**config.mk**
```make
export PLATFORM = sky130hd
export DESIGN_NAME = csa_adder_top
export DESIGN_NICKNAME = d
export VERILOG_FILES = /design/src/rtl/csa_pkg.sv /design/src/rtl/csa_full_add.sv /design/src/rtl/csa_ripple_seg.sv /design/src/rtl/csa_spec_stage.sv /design/src/rtl/csa_adder_top.sv
export SDC_FILE = /design/constraint.sdc
export NUM_CORES = 1
export LEC_CHECK = 0
export ABC_AREA = 1
export BUFFER_PORTS_ARGS = -buffer_cell sky130_fd_sc_hd__buf_4
export CAP_MARGIN = 20
export CORE_AREA = 5 5 42 44
export DETAILED_ROUTE_END_ITERATION = 8
export DIE_AREA = 0 0 47 49
export PLACE_DENSITY = 0.63
export SETUP_SLACK_MARGIN = 0.2
export SYNTH_ARGS = -nofsm -noshare
export SYNTH_HDL_FRONTEND = slang
export SYNTH_SLANG_ARGS = --single-unit
export TNS_END_PERCENT = 5
```
**constraint.sdc**
```tcl
create_clock -name vclk -period 3
set_clock_uncertainty 0.2 [all_clocks]
set_input_delay 0.15 -clock vclk [all_inputs]
set_output_delay 0.15 -clock vclk [all_outputs]
set_load 0.005 [all_outputs]
```
**src/rtl/csa_pkg.sv**
```systemverilog
package csa_pkg;

  // Number of segments for a given width and segment size.
  function automatic int unsigned seg_count(input int unsigned width, input int unsigned seg_w);
    return width / seg_w;
  endfunction

  // Nonzero when the width splits into whole segments.
  function automatic bit cfg_ok(input int unsigned width, input int unsigned seg_w);
    return (seg_w > 0) && (width >= seg_w) && ((width % seg_w) == 0);
  endfunction

endpackage

```
**src/rtl/csa_full_add.sv**
```systemverilog
module csa_full_add (
  input  logic x_i,
  input  logic y_i,
  input  logic c_i,
  output logic s_o,
  output logic c_o
);

  logic half_p;

  assign half_p = x_i ^ y_i;
  assign s_o    = half_p ^ c_i;
  assign c_o    = (x_i & y_i) | (c_i & half_p);

  always_comb begin
    AST_FA_TRUTH: assert ({c_o, s_o} == (2'(x_i) + 2'(y_i) + 2'(c_i)));
  end

endmodule

```
**src/rtl/csa_ripple_seg.sv**
```systemverilog
module csa_ripple_seg #(
  parameter int unsigned SEG_W = 4
) (
  input  logic [SEG_W-1:0] x_i,
  input  logic [SEG_W-1:0] y_i,
  input  logic             c_i,
  output logic [SEG_W-1:0] s_o,
  output logic             c_o
);

  logic [SEG_W:0] chain;

  assign chain[0] = c_i;

  for (genvar k = 0; k < SEG_W; k++) begin : g_bit
    csa_full_add u_fa (
      .x_i (x_i[k]),
      .y_i (y_i[k]),
      .c_i (chain[k]),
      .s_o (s_o[k]),
      .c_o (chain[k+1])
    );
  end

  assign c_o = chain[SEG_W];

  always_comb begin
    AST_SEG_RIPPLE: assert ({c_o, s_o} ==
      ({1'b0, x_i} + {1'b0, y_i} + (SEG_W+1)'(c_i)));
  end

endmodule

```
**src/rtl/csa_spec_stage.sv**
```systemverilog
module csa_spec_stage #(
  parameter int unsigned SEG_W = 4
) (
  input  logic [SEG_W-1:0] x_i,
  input  logic [SEG_W-1:0] y_i,
  input  logic             sel_c_i,
  output logic [SEG_W-1:0] s_o,
  output logic             c_o
);

  logic [SEG_W-1:0] sum_c0;
  logic [SEG_W-1:0] sum_c1;
  logic             cy_c0;
  logic             cy_c1;

  csa_ripple_seg #(.SEG_W(SEG_W)) u_guess0 (
    .x_i (x_i),
    .y_i (y_i),
    .c_i (1'b0),
    .s_o (sum_c0),
    .c_o (cy_c0)
  );

  csa_ripple_seg #(.SEG_W(SEG_W)) u_guess1 (
    .x_i (x_i),
    .y_i (y_i),
    .c_i (1'b1),
    .s_o (sum_c1),
    .c_o (cy_c1)
  );

  always_comb begin
    if (sel_c_i) begin
      s_o = sum_c1;
      c_o = cy_c1;
    end else begin
      s_o = sum_c0;
      c_o = cy_c0;
    end
  end

  always_comb begin
    AST_SPEC_STEP:  assert (sum_c1 == (sum_c0 + SEG_W'(1)));
    AST_SPEC_ORDER: assert (cy_c1 || !cy_c0);
  end

endmodule

```
**src/rtl/csa_adder_top.sv**
```systemverilog
module csa_adder_top #(
  parameter int unsigned WIDTH = 8,
  parameter int unsigned SEG_W = 4
) (
  input  logic [WIDTH-1:0] op_a,
  input  logic [WIDTH-1:0] op_b,
  input  logic             carry_in,
  output logic [WIDTH-1:0] sum_out,
  output logic             carry_out
);

  import csa_pkg::*;

  localparam int unsigned NSEG = seg_count(WIDTH, SEG_W);

  // reject widths that do not split into whole segments
  if (!cfg_ok(WIDTH, SEG_W)) begin : g_cfg_bad
    $error("csa_adder_top: WIDTH must be a positive multiple of SEG_W");
  end

  logic [NSEG:0] seg_cy;

  assign seg_cy[0] = carry_in;

  for (genvar g = 0; g < NSEG; g++) begin : g_seg
    if (g == 0) begin : g_base
      csa_ripple_seg #(.SEG_W(SEG_W)) u_base (
        .x_i (op_a[SEG_W-1:0]),
        .y_i (op_b[SEG_W-1:0]),
        .c_i (seg_cy[0]),
        .s_o (sum_out[SEG_W-1:0]),
        .c_o (seg_cy[1])
      );
    end else begin : g_spec
      csa_spec_stage #(.SEG_W(SEG_W)) u_stage (
        .x_i     (op_a[g*SEG_W +: SEG_W]),
        .y_i     (op_b[g*SEG_W +: SEG_W]),
        .sel_c_i (seg_cy[g]),
        .s_o     (sum_out[g*SEG_W +: SEG_W]),
        .c_o     (seg_cy[g+1])
      );
    end
  end

  assign carry_out = seg_cy[NSEG];

  always_comb begin
    AST_SUM_MATCH: assert ({carry_out, sum_out} ==
      ({1'b0, op_a} + {1'b0, op_b} + (WIDTH+1)'(carry_in)));
  end

endmodule

```
==> results of run 1 <==
[cell usage in the layout, fill, tap and decap left out, drive strengths merged]
cell,n
inv,15
fa,7
ha,2
nand2,6
buf,27
[Yosys cell counts]
cell	count	share of area
buf_4	4	0.11
fa_1	7	0.51
ha_1	2	0.091
inv_1	15	0.21
nand2_1	6	0.082
[critical path, cell delays in order]
cell	delay (ps)
buf_6	90
fa_2	370
inv_2	70
fa_2	190
inv_2	40
fa_2	330
fa_2	350
nand2_1	80
nand2_1	60
fa_2	340
fa_2	340
inv_2	60
fa_1	390
inv_1	60
buf_4	100
[power by group through the flow]
stage          clock (mW)  sequential, mW  combinational (mW)
5_1_grt                 0               0               0.112
2_1_floorplan           0               0              0.0466
3_3_place_gp            0               0              0.0911
6_report                0               0              0.0998
3_5_place_dp            0               0              0.0943
4_1_cts                 0               0              0.0996
[per-layer routing]
| layer | up-vias | routed length, um | track usage | part of all wire |
|---|---|---|---|---|
| met5 | - | 0 | 0 | 0 |
| met4 | 0 | 0 | 0 | 0 |
| met3 | 0 | 139 | 0.0111 | 0.22 |
| met2 | 21 | 343 | 0.111 | 0.55 |
| met1 | 115 | 138 | 0.0399 | 0.22 |
| li1 | 130 | - | - | - |
[cells by family (layout without fill, tap and decap cells)]
logic type	count (synthesis)	after routing	share of synthesized area
buf+inv	19	42	0.315
fa+ha+maj	9	9	0.603
simple gates	6	6	0.0822
[stage by stage]
step	setup slack (ps)	util	cells	hold slack, ps	power, mW
CTS	-440	0.347	73	433	0.0996
finish	-365	0.352	73	461	0.0998
global placement	-468	0.338	73	430	0.0911
floorplan	-201	-	34	252	0.0466
detailed placement	-526	0.338	73	433	0.0943
global route	-488	0.352	73	475	0.112
[final timing paths]
path	to	slack, ps	cells after the start
min	sum_out[0]	460	3
max	sum_out[7]	-370	15
[area by class of cell]
type                            count  area [sq um]  area share
Timing Repair Buffer               27           214       0.434
Multi-Input combinational cell     15           203       0.411
Inverter                           15          56.3       0.114
Tap cell                           16          20.0      0.0406
[repair_timing]
| item | 4_1_cts | 5_1_grt |
|---|---|---|
| gates resized for setup | 7 | 3 |
| setup buffers | 0 | 0 |
| endpoints found under the hold margin | 0 | 0 |
| endpoints found under the setup margin | 4 | 4 |
| pin swaps | 2 | 0 |
==> results.json, run 1 <==
{
  "status": "complete, but fails checks",
  "violations": "negative setup slack",
  "grt_max_degree": 3,
  "ir_drop_uv": 72.2,
  "pwr-share-clk": 0,
  "syn_inst": 34,
  "antenna_found_initial": 0,
  "pwr-share-comb": 1.000,
  "setup_viol": 3,
  "diodes": 0,
  "io_pins": 26,
  "vias_per_cell": 3.64,
  "hold_buffers": 0,
  "gp_congestion": 0.625,
  "period_minus_slack_ps": 3370,
  "initial_core_util": 0.196,
  "fmax_ghz": 0.297,
  "hpwl_um": 614,
  "nets": 85,
  "drv_slew": 0,
  "p_int_uw": 62.3,
  "grt_pass1_vias": 274,
  "io_buffers": 26,
  "areaGrowthSynthToFinish_pct": 79.9,
  "power_density_nw_per_um2": 202,
  "design.seq.count": 0,
  "fp.coreArea_sq_um": 1400,
  "finalInstanceArea_sq_um": 493,
  "post_synth_num_cell_types": 5,
  "critPathCaptureType": "output port",
  "routedWlPerCell_um": 8.51,
  "hold_violations": 0,
  "hp-class": "in2out",
  "crit_fanout": 2,
  "antenna_left": 0,
  "drtPass1Iterations": 1,
  "arrival_ps": 3020,
  "start_kind": "input port",
  "power.leakage_nw": 0.286,
  "netlist_area_sq_um": 274,
  "worstPathRequired_ps": 2650,
  "place_area_sq_um": 474,
  "p_switching_uw": 37.5,
  "finalSetupTns_ps": -553,
  "drc": 0,
  "regArea_sq_um": 0,
  "placementRows": 14,
  "ys_warn_count": 0,
  "drtIter0Drc": 0,
  "routed_wl_um": 621,
  "critical_path.startpoint": "op_a[0]",
  "hold_start": "op_a[0]",
  "criticalPathCategory": "in2out",
  "drive_gt1_frac": 0.649,
  "finalCritPeriodShare": 1.12,
  "rsz0062_at_grt": "yes",
  "worst_pin_slew_ps": 88.7,
  "maxCapViolCount": 0,
  "fillCellCount": 149,
  "overflow": 0,
  "num-clock-buffers": 0,
  "ys_seq_area_frac": 0,
  "syn_avg_cell_area_sq_um": 8.06,
  "die_y_um": 49,
  "die_area_sq_um": 2300,
  "maxSlewHeadroom": 0.941,
  "grt_first_pass_wirelength_um": 903,
  "dr_total_vias": 266,
  "grt_usage": 0.0494,
  "fin_ws_ps": -365,
  "synth_fp_nets": 60,
  "pwr-share-seq": 0,
  "die_w_um": 47,
  "p_sw_frac": 0.376
}
No activity file was read; power rests on OpenSTA's default activity.
==> inputs of run 2 (changes only) <==
--- a/config.mk
+++ b/config.mk
@@ -11,9 +11,10 @@
 export CORE_AREA = 5 5 42 44
 export DETAILED_ROUTE_END_ITERATION = 8
 export DIE_AREA = 0 0 47 49
-export PLACE_DENSITY = 0.63
+export PLACE_DENSITY = 0.66
 export SETUP_SLACK_MARGIN = 0.2
 export SYNTH_ARGS = -nofsm -noshare
 export SYNTH_HDL_FRONTEND = slang
+export SYNTH_HIERARCHICAL = 1
 export SYNTH_SLANG_ARGS = --single-unit
 export TNS_END_PERCENT = 5
==> run 2 against run 1 <==
Against the previous run:
- via count increased by 6.0%
- synthesized area increased by 12%
- fmax up 29%
- power rose by 11%
- highest routed layer unchanged
- largest cell class is now multi-input combinational cells
- design area is 6.1% higher
- final cell count fell by 1.4%
- non-clock buffer count decreased by 1
- largest power group unchanged
- critical path depth fell by 6
- setup slack gained 750 ps
- first-iteration DRC count up 1
- the run now ends clean
- count of clock-buffer cells in the layout is the same
==> results.json, run 2 <==
{
  "status": "finished clean",
  "finalInstanceArea_sq_um": 523,
  "drive_gt1_frac": 0.482,
  "layout_common_cells": "buf_4 (26), nand2_1 (15), fa_1 (12), conb_1 (2), inv_2 (1)",
  "antenna_found_initial": 0,
  "fmax_ghz": 0.382,
  "drc": 0,
  "dr_total_vias": 282,
  "rsz0062_at_grt": "no",
  "die_y_um": 49,
  "pwr-share-seq": 0,
  "drtIter0Drc": 1,
  "fin_util": 0.373,
  "drv_slew": 0,
  "post_synth_num_cell_types": 4,
  "power_density_nw_per_um2": 211,
  "grt_max_degree": 7,
  "die_area_sq_um": 2300,
  "p_switching_uw": 46.6,
  "path_buf_inv": 3,
  "netlist_area_sq_um": 308,
  "finalCritPeriodShare": 0.873,
  "drtPass1Iterations": 2,
  "cpMaxStageDelayCell": "fa_1",
  "synth_common_cells": "nand2_1 (15), fa_1 (12), conb_1 (2)",
  "grt_pass1_vias": 257,
  "hp-class": "in2out",
  "nets": 87,
  "routed_wl_um": 698,
  "crit_fanout": 6,
  "syn_avg_cell_area_sq_um": 10.3,
  "power.leakage_nw": 0.268,
  "pwr-share-clk": 0,
  "synth_top_area_frac": 0.780,
  "fin_ws_ps": 382,
  "pwr-share-comb": 1.000,
  "io_buffers": 26,
  "areaGrowthSynthToFinish_pct": 69.9,
  "power.total_uw": 111,
  "ys_seq_area_frac": 0,
  "design.seq.count": 0,
  "synth_fp_nets": 59,
  "period_minus_slack_ps": 2620,
  "io_pins": 26,
  "syn_inst": 30,
  "yosys.area.top_type": "fa_1",
  "diodes": 0,
  "crit_path_frequent_cell": "fa_1",
  "hpwl_um": 697,
  "initial_core_util": 0.220,
  "critPathCaptureType": "output port",
  "synth_area_leaders": "fa_1 (78%), nand2_1 (18%), conb_1 (2.4%)",
  "p_sw_frac": 0.422,
  "arrival_ps": 2270,
  "place_area_sq_um": 523,
  "ir_drop_uv": 112,
  "cp_slowest_stage_delay_ps": 470,
  "start_kind": "input port",
  "die_w_um": 47,
  "ys_warn_count": 6,
  "post_cts_resize_count": 0,
  "setup_viol": 0,
  "maxCapViolCount": 0,
  "grt_first_pass_wirelength_um": 972,
  "overflow": 0,
  "grt_usage": 0.0534,
  "final_common_cell": "buf_4",
  "placementRows": 14,
  "worstPathRequired_ps": 2650,
  "synth.most_common_cell": "nand2_1",
  "post-place-ws_ps": 377,
  "hold_violations": 0,
  "routedWlPerCell_um": 9.69,
  "gp_congestion": 0.700,
  "antenna_left": 0,
  "criticalPathCategory": "in2out",
  "hold_buffers": 0,
  "num-clock-buffers": 0,
  "fp.coreArea_sq_um": 1400,
  "critical_path.cell_chain": "buf_4 > fa_1 > fa_1 > fa_1 > fa_1 > inv_2 > nand2_1 > nand2_1 > buf_4",
  "regArea_sq_um": 0,
  "vias_per_cell": 3.92,
  "critPathTopFamily": "adder cells",
  "finalSetupTns_ps": 0,
  "cts_setup_buffers": 0,
  "p_int_uw": 63.9
}
## run 2: changes by cell type after synthesis
cell | before | now
conb_1 | 0 | 2
ha_1 | 2 | 0
nand2_1 | 6 | 15
inv_1 | 15 | 0
buf_4 | 4 | 0
fa_1 | 7 | 12
inv_2 | 0 | 1
## run 2: final timing paths
kind / slack (ps) / to / startpoint / cells past startpoint
max: 380 / sum_out[5] / op_a[0] / 9
min: 440 / sum_out[1] / op_b[1] / 3
## run 2: area by class of cell
class	count	area (sq um)
timing repair buffer	26	195
inverter	1	3.75
multi-input combinational	29	304
tap	16	20.0
fill	153	878
## run 2: cells by family after synthesis
logic type,count (synthesis),synth area share
other,2,0.0244
buffers and inverters,1,0.0122
adders and majority gates,12,0.780
and+or+nand+nor,15,0.183
## run 2: metal layers
layer | GRT usage | vias up | wire (um)
met5 | 0 | - | 0
met4 | 0 | 0 | 0
met3 | 0.0221 | 0 | 152
met2 | 0.0882 | 21 | 306
met1 | 0.0683 | 123 | 239
li1 | - | 138 | -
## run 2: per-stage QoR
stage | hold WS (ps) | cells
after floorplan | 249 | 30
after global routing | 449 | 72
final | 436 | 72
after global placement | 436 | 72
after CTS | 441 | 72
after detailed placement | 440 | 72
## run 2: power groups by stage
stage | sequential [mW] | combinational, mW | clock (mW)
6_report | 0 | 0.111 | 0
5_1_grt | 0 | 0.126 | 0
4_1_cts | 0 | 0.114 | 0
3_5_place_dp | 0 | 0.113 | 0
3_3_place_gp | 0 | 0.114 | 0
2_1_floorplan | 0 | 0.0452 | 0
==> inputs of run 3 (changes only) <==
--- a/config.mk
+++ b/config.mk
@@ -6,7 +6,7 @@
 export NUM_CORES = 1
 export LEC_CHECK = 0
 export ABC_AREA = 1
-export BUFFER_PORTS_ARGS = -buffer_cell sky130_fd_sc_hd__buf_4
+export BUFFER_PORTS_ARGS = -buffer_cell sky130_fd_sc_hd__buf_2
 export CAP_MARGIN = 20
 export CORE_AREA = 5 5 42 44
 export DETAILED_ROUTE_END_ITERATION = 8
==> run 3 against run 2 <==
Against the previous run:
- utilization down 4.6 points
- combinational power down 19%
- final cell count did not move
- power is 19% lower
- sequential share of layout area stayed put
- non-clock buffer count unchanged
- global-route usage rose by 0.92 points
- critical endpoint is now sum_out[7]
- fmax shrank 1.9%
- count of clock-buffer cells in the layout unchanged
- die area unchanged
- critical path type unchanged
- via count is 0.71% lower
- largest power group unchanged
- sequential cell count stayed put
==> results.json, run 3 (same netlist as run 2, synthesis figures left out) <==
{
  "dr_total_vias": 280,
  "drtPass1Iterations": 2,
  "initial_core_util": 0.220,
  "grt_usage": 0.0626,
  "period_minus_slack_ps": 2670,
  "cp_slowest_stage_delay_ps": 480,
  "grt_first_pass_wirelength_mm": 1.13,
  "fmax_ghz": 0.375,
  "die_y_um": 49,
  "drive_gt1_frac": 0.482,
  "critical_path.cell_chain": "buf_2 > fa_1 > fa_1 > fa_1 > fa_1 > inv_2 > nand2_1 > nand2_1 > buf_2",
  "timing.hold.ws_ps": 435,
  "routedWlPerCell_um": 9.93,
  "p_switching_uw": 45.3,
  "die_w_um": 47,
  "whs_path_depth": 3,
  "placementRows": 14,
  "crit_path_frequent_cell": "fa_1",
  "cpMaxStageDelayCell": "fa_1",
  "power.leakage_nw": 0.246,
  "p_sw_frac": 0.505,
  "io_buffers": 26,
  "routed_wl_um": 715,
  "fillCellCount": 153,
  "start_kind": "input port",
  "finalCritPeriodShare": 0.890,
  "busiest_layer": "met2",
  "power_density_nw_per_um2": 196,
  "place_area_sq_um": 458,
  "pwr-share-comb": 1.000,
  "diodes": 0,
  "layout_common_cells": "buf_2 (26), nand2_1 (15), fa_1 (12), conb_1 (2), inv_2 (1)",
  "finalInstanceArea_sq_um": 458,
  "pwr-share-seq": 0,
  "final_common_cell": "buf_2",
  "ir_drop_uv": 67.3,
  "hold_start": "op_b[1]",
  "overflow": 0,
  "io_pins": 26,
  "grt_max_degree": 7,
  "design.seq.count": 0,
  "use_met1": 0.0794,
  "drv_slew": 0,
  "multi_input_area_sq_um": 304,
  "fp.coreArea_sq_um": 1400,
  "hpwl_um": 716,
  "cts_setup_buffers": 0,
  "hold_violations": 0,
  "maxCapViolCount": 0,
  "nets": 87,
  "critPathCaptureType": "output port",
  "crit_fanout": 6,
  "pwr-share-clk": 0,
  "finalSetupTns_ps": 0,
  "grt_util_met3": 0.0111,
  "regArea_sq_um": 0,
  "criticalPathCategory": "in2out",
  "num-clock-buffers": 0,
  "drc": 0,
  "hp-class": "in2out",
  "setup_viol": 0,
  "grt_pass1_vias": 266,
  "p_int_uw": 44.4,
  "areaGrowthSynthToFinish_pct": 48.8,
  "hold_buffers": 0,
  "gp_congestion": 0.663,
  "drtIter0Drc": 2,
  "met2_usage": 0.113,
  "min_to": "sum_out[1]",
  "worstPathRequired_ps": 2650,
  "vias_per_cell": 3.89,
  "status": "finished clean",
  "post_cts_resize_count": 0,
  "die_area_sq_um": 2300,
  "rsz0062_at_grt": "no",
  "antenna_found_initial": 0,
  "antenna_left": 0,
  "arrival_ps": 2320
}
[run 3: cell types whose count changed in the layout (fill, tap and decap cells not counted)]
cell   delta
buf_4    -26
buf_2    +26
[run 3: how the worst max path moves through the flow]
stage / startpoint / end / slack, ps / cells past startpoint
floorplan: op_a[0] / carry_out / 660 / 7
global placement: op_a[0] / sum_out[6] / 360 / 9
detailed placement: op_a[0] / sum_out[5] / 310 / 9
CTS: op_a[0] / sum_out[7] / 310 / 9
global route: op_a[0] / sum_out[7] / 210 / 9
finish: op_a[0] / sum_out[7] / 330 / 9
[run 3: metrics by stage]
step / worst slack [ps] / power (mW) / cells / util
global placement: 358 / 0.0891 / 72 / 0.327
global route: 210 / 0.105 / 72 / 0.327
floorplan: 656 / 0.0452 / 30 / -
finish: 331 / 0.0897 / 72 / 0.327
detailed placement: 313 / 0.0922 / 72 / 0.327
CTS: 309 / 0.0927 / 72 / 0.327
[run 3: per-layer routing]
| metal | part of all wire | wire length, um |
|---|---|---|
| met1 | 0.31 | 221 |
| met2 | 0.48 | 346 |
| met3 | 0.21 | 148 |
| met4 | 0 | 0 |
| met5 | 0 | 0 |
[run 3: worst max-delay path, delay by kind of cell]
kind / cells / cell delay, ps
and+or+nand+nor: 2 / 120
buffers and inverters: 3 / 350
adders and majority gates: 4 / 1690
[run 3: layout make-up]
| cell class | count | area share |
|---|---|---|
| Multi-Input combinational cell | 29 | 0.664 |
| Timing Repair Buffer | 26 | 0.284 |
| Tap cell | 16 | 0.0437 |
| Inverter | 1 | 0.00820 |
[run 3: power by group through the flow]
stage	Clock (mW)	Sequential [mW]	Combinational, mW
after floorplan	0	0	0.0452
after global placement	0	0	0.0891
after detailed placement	0	0	0.0922
after CTS	0	0	0.0927
after global routing	0	0	0.105
final	0	0	0.0897
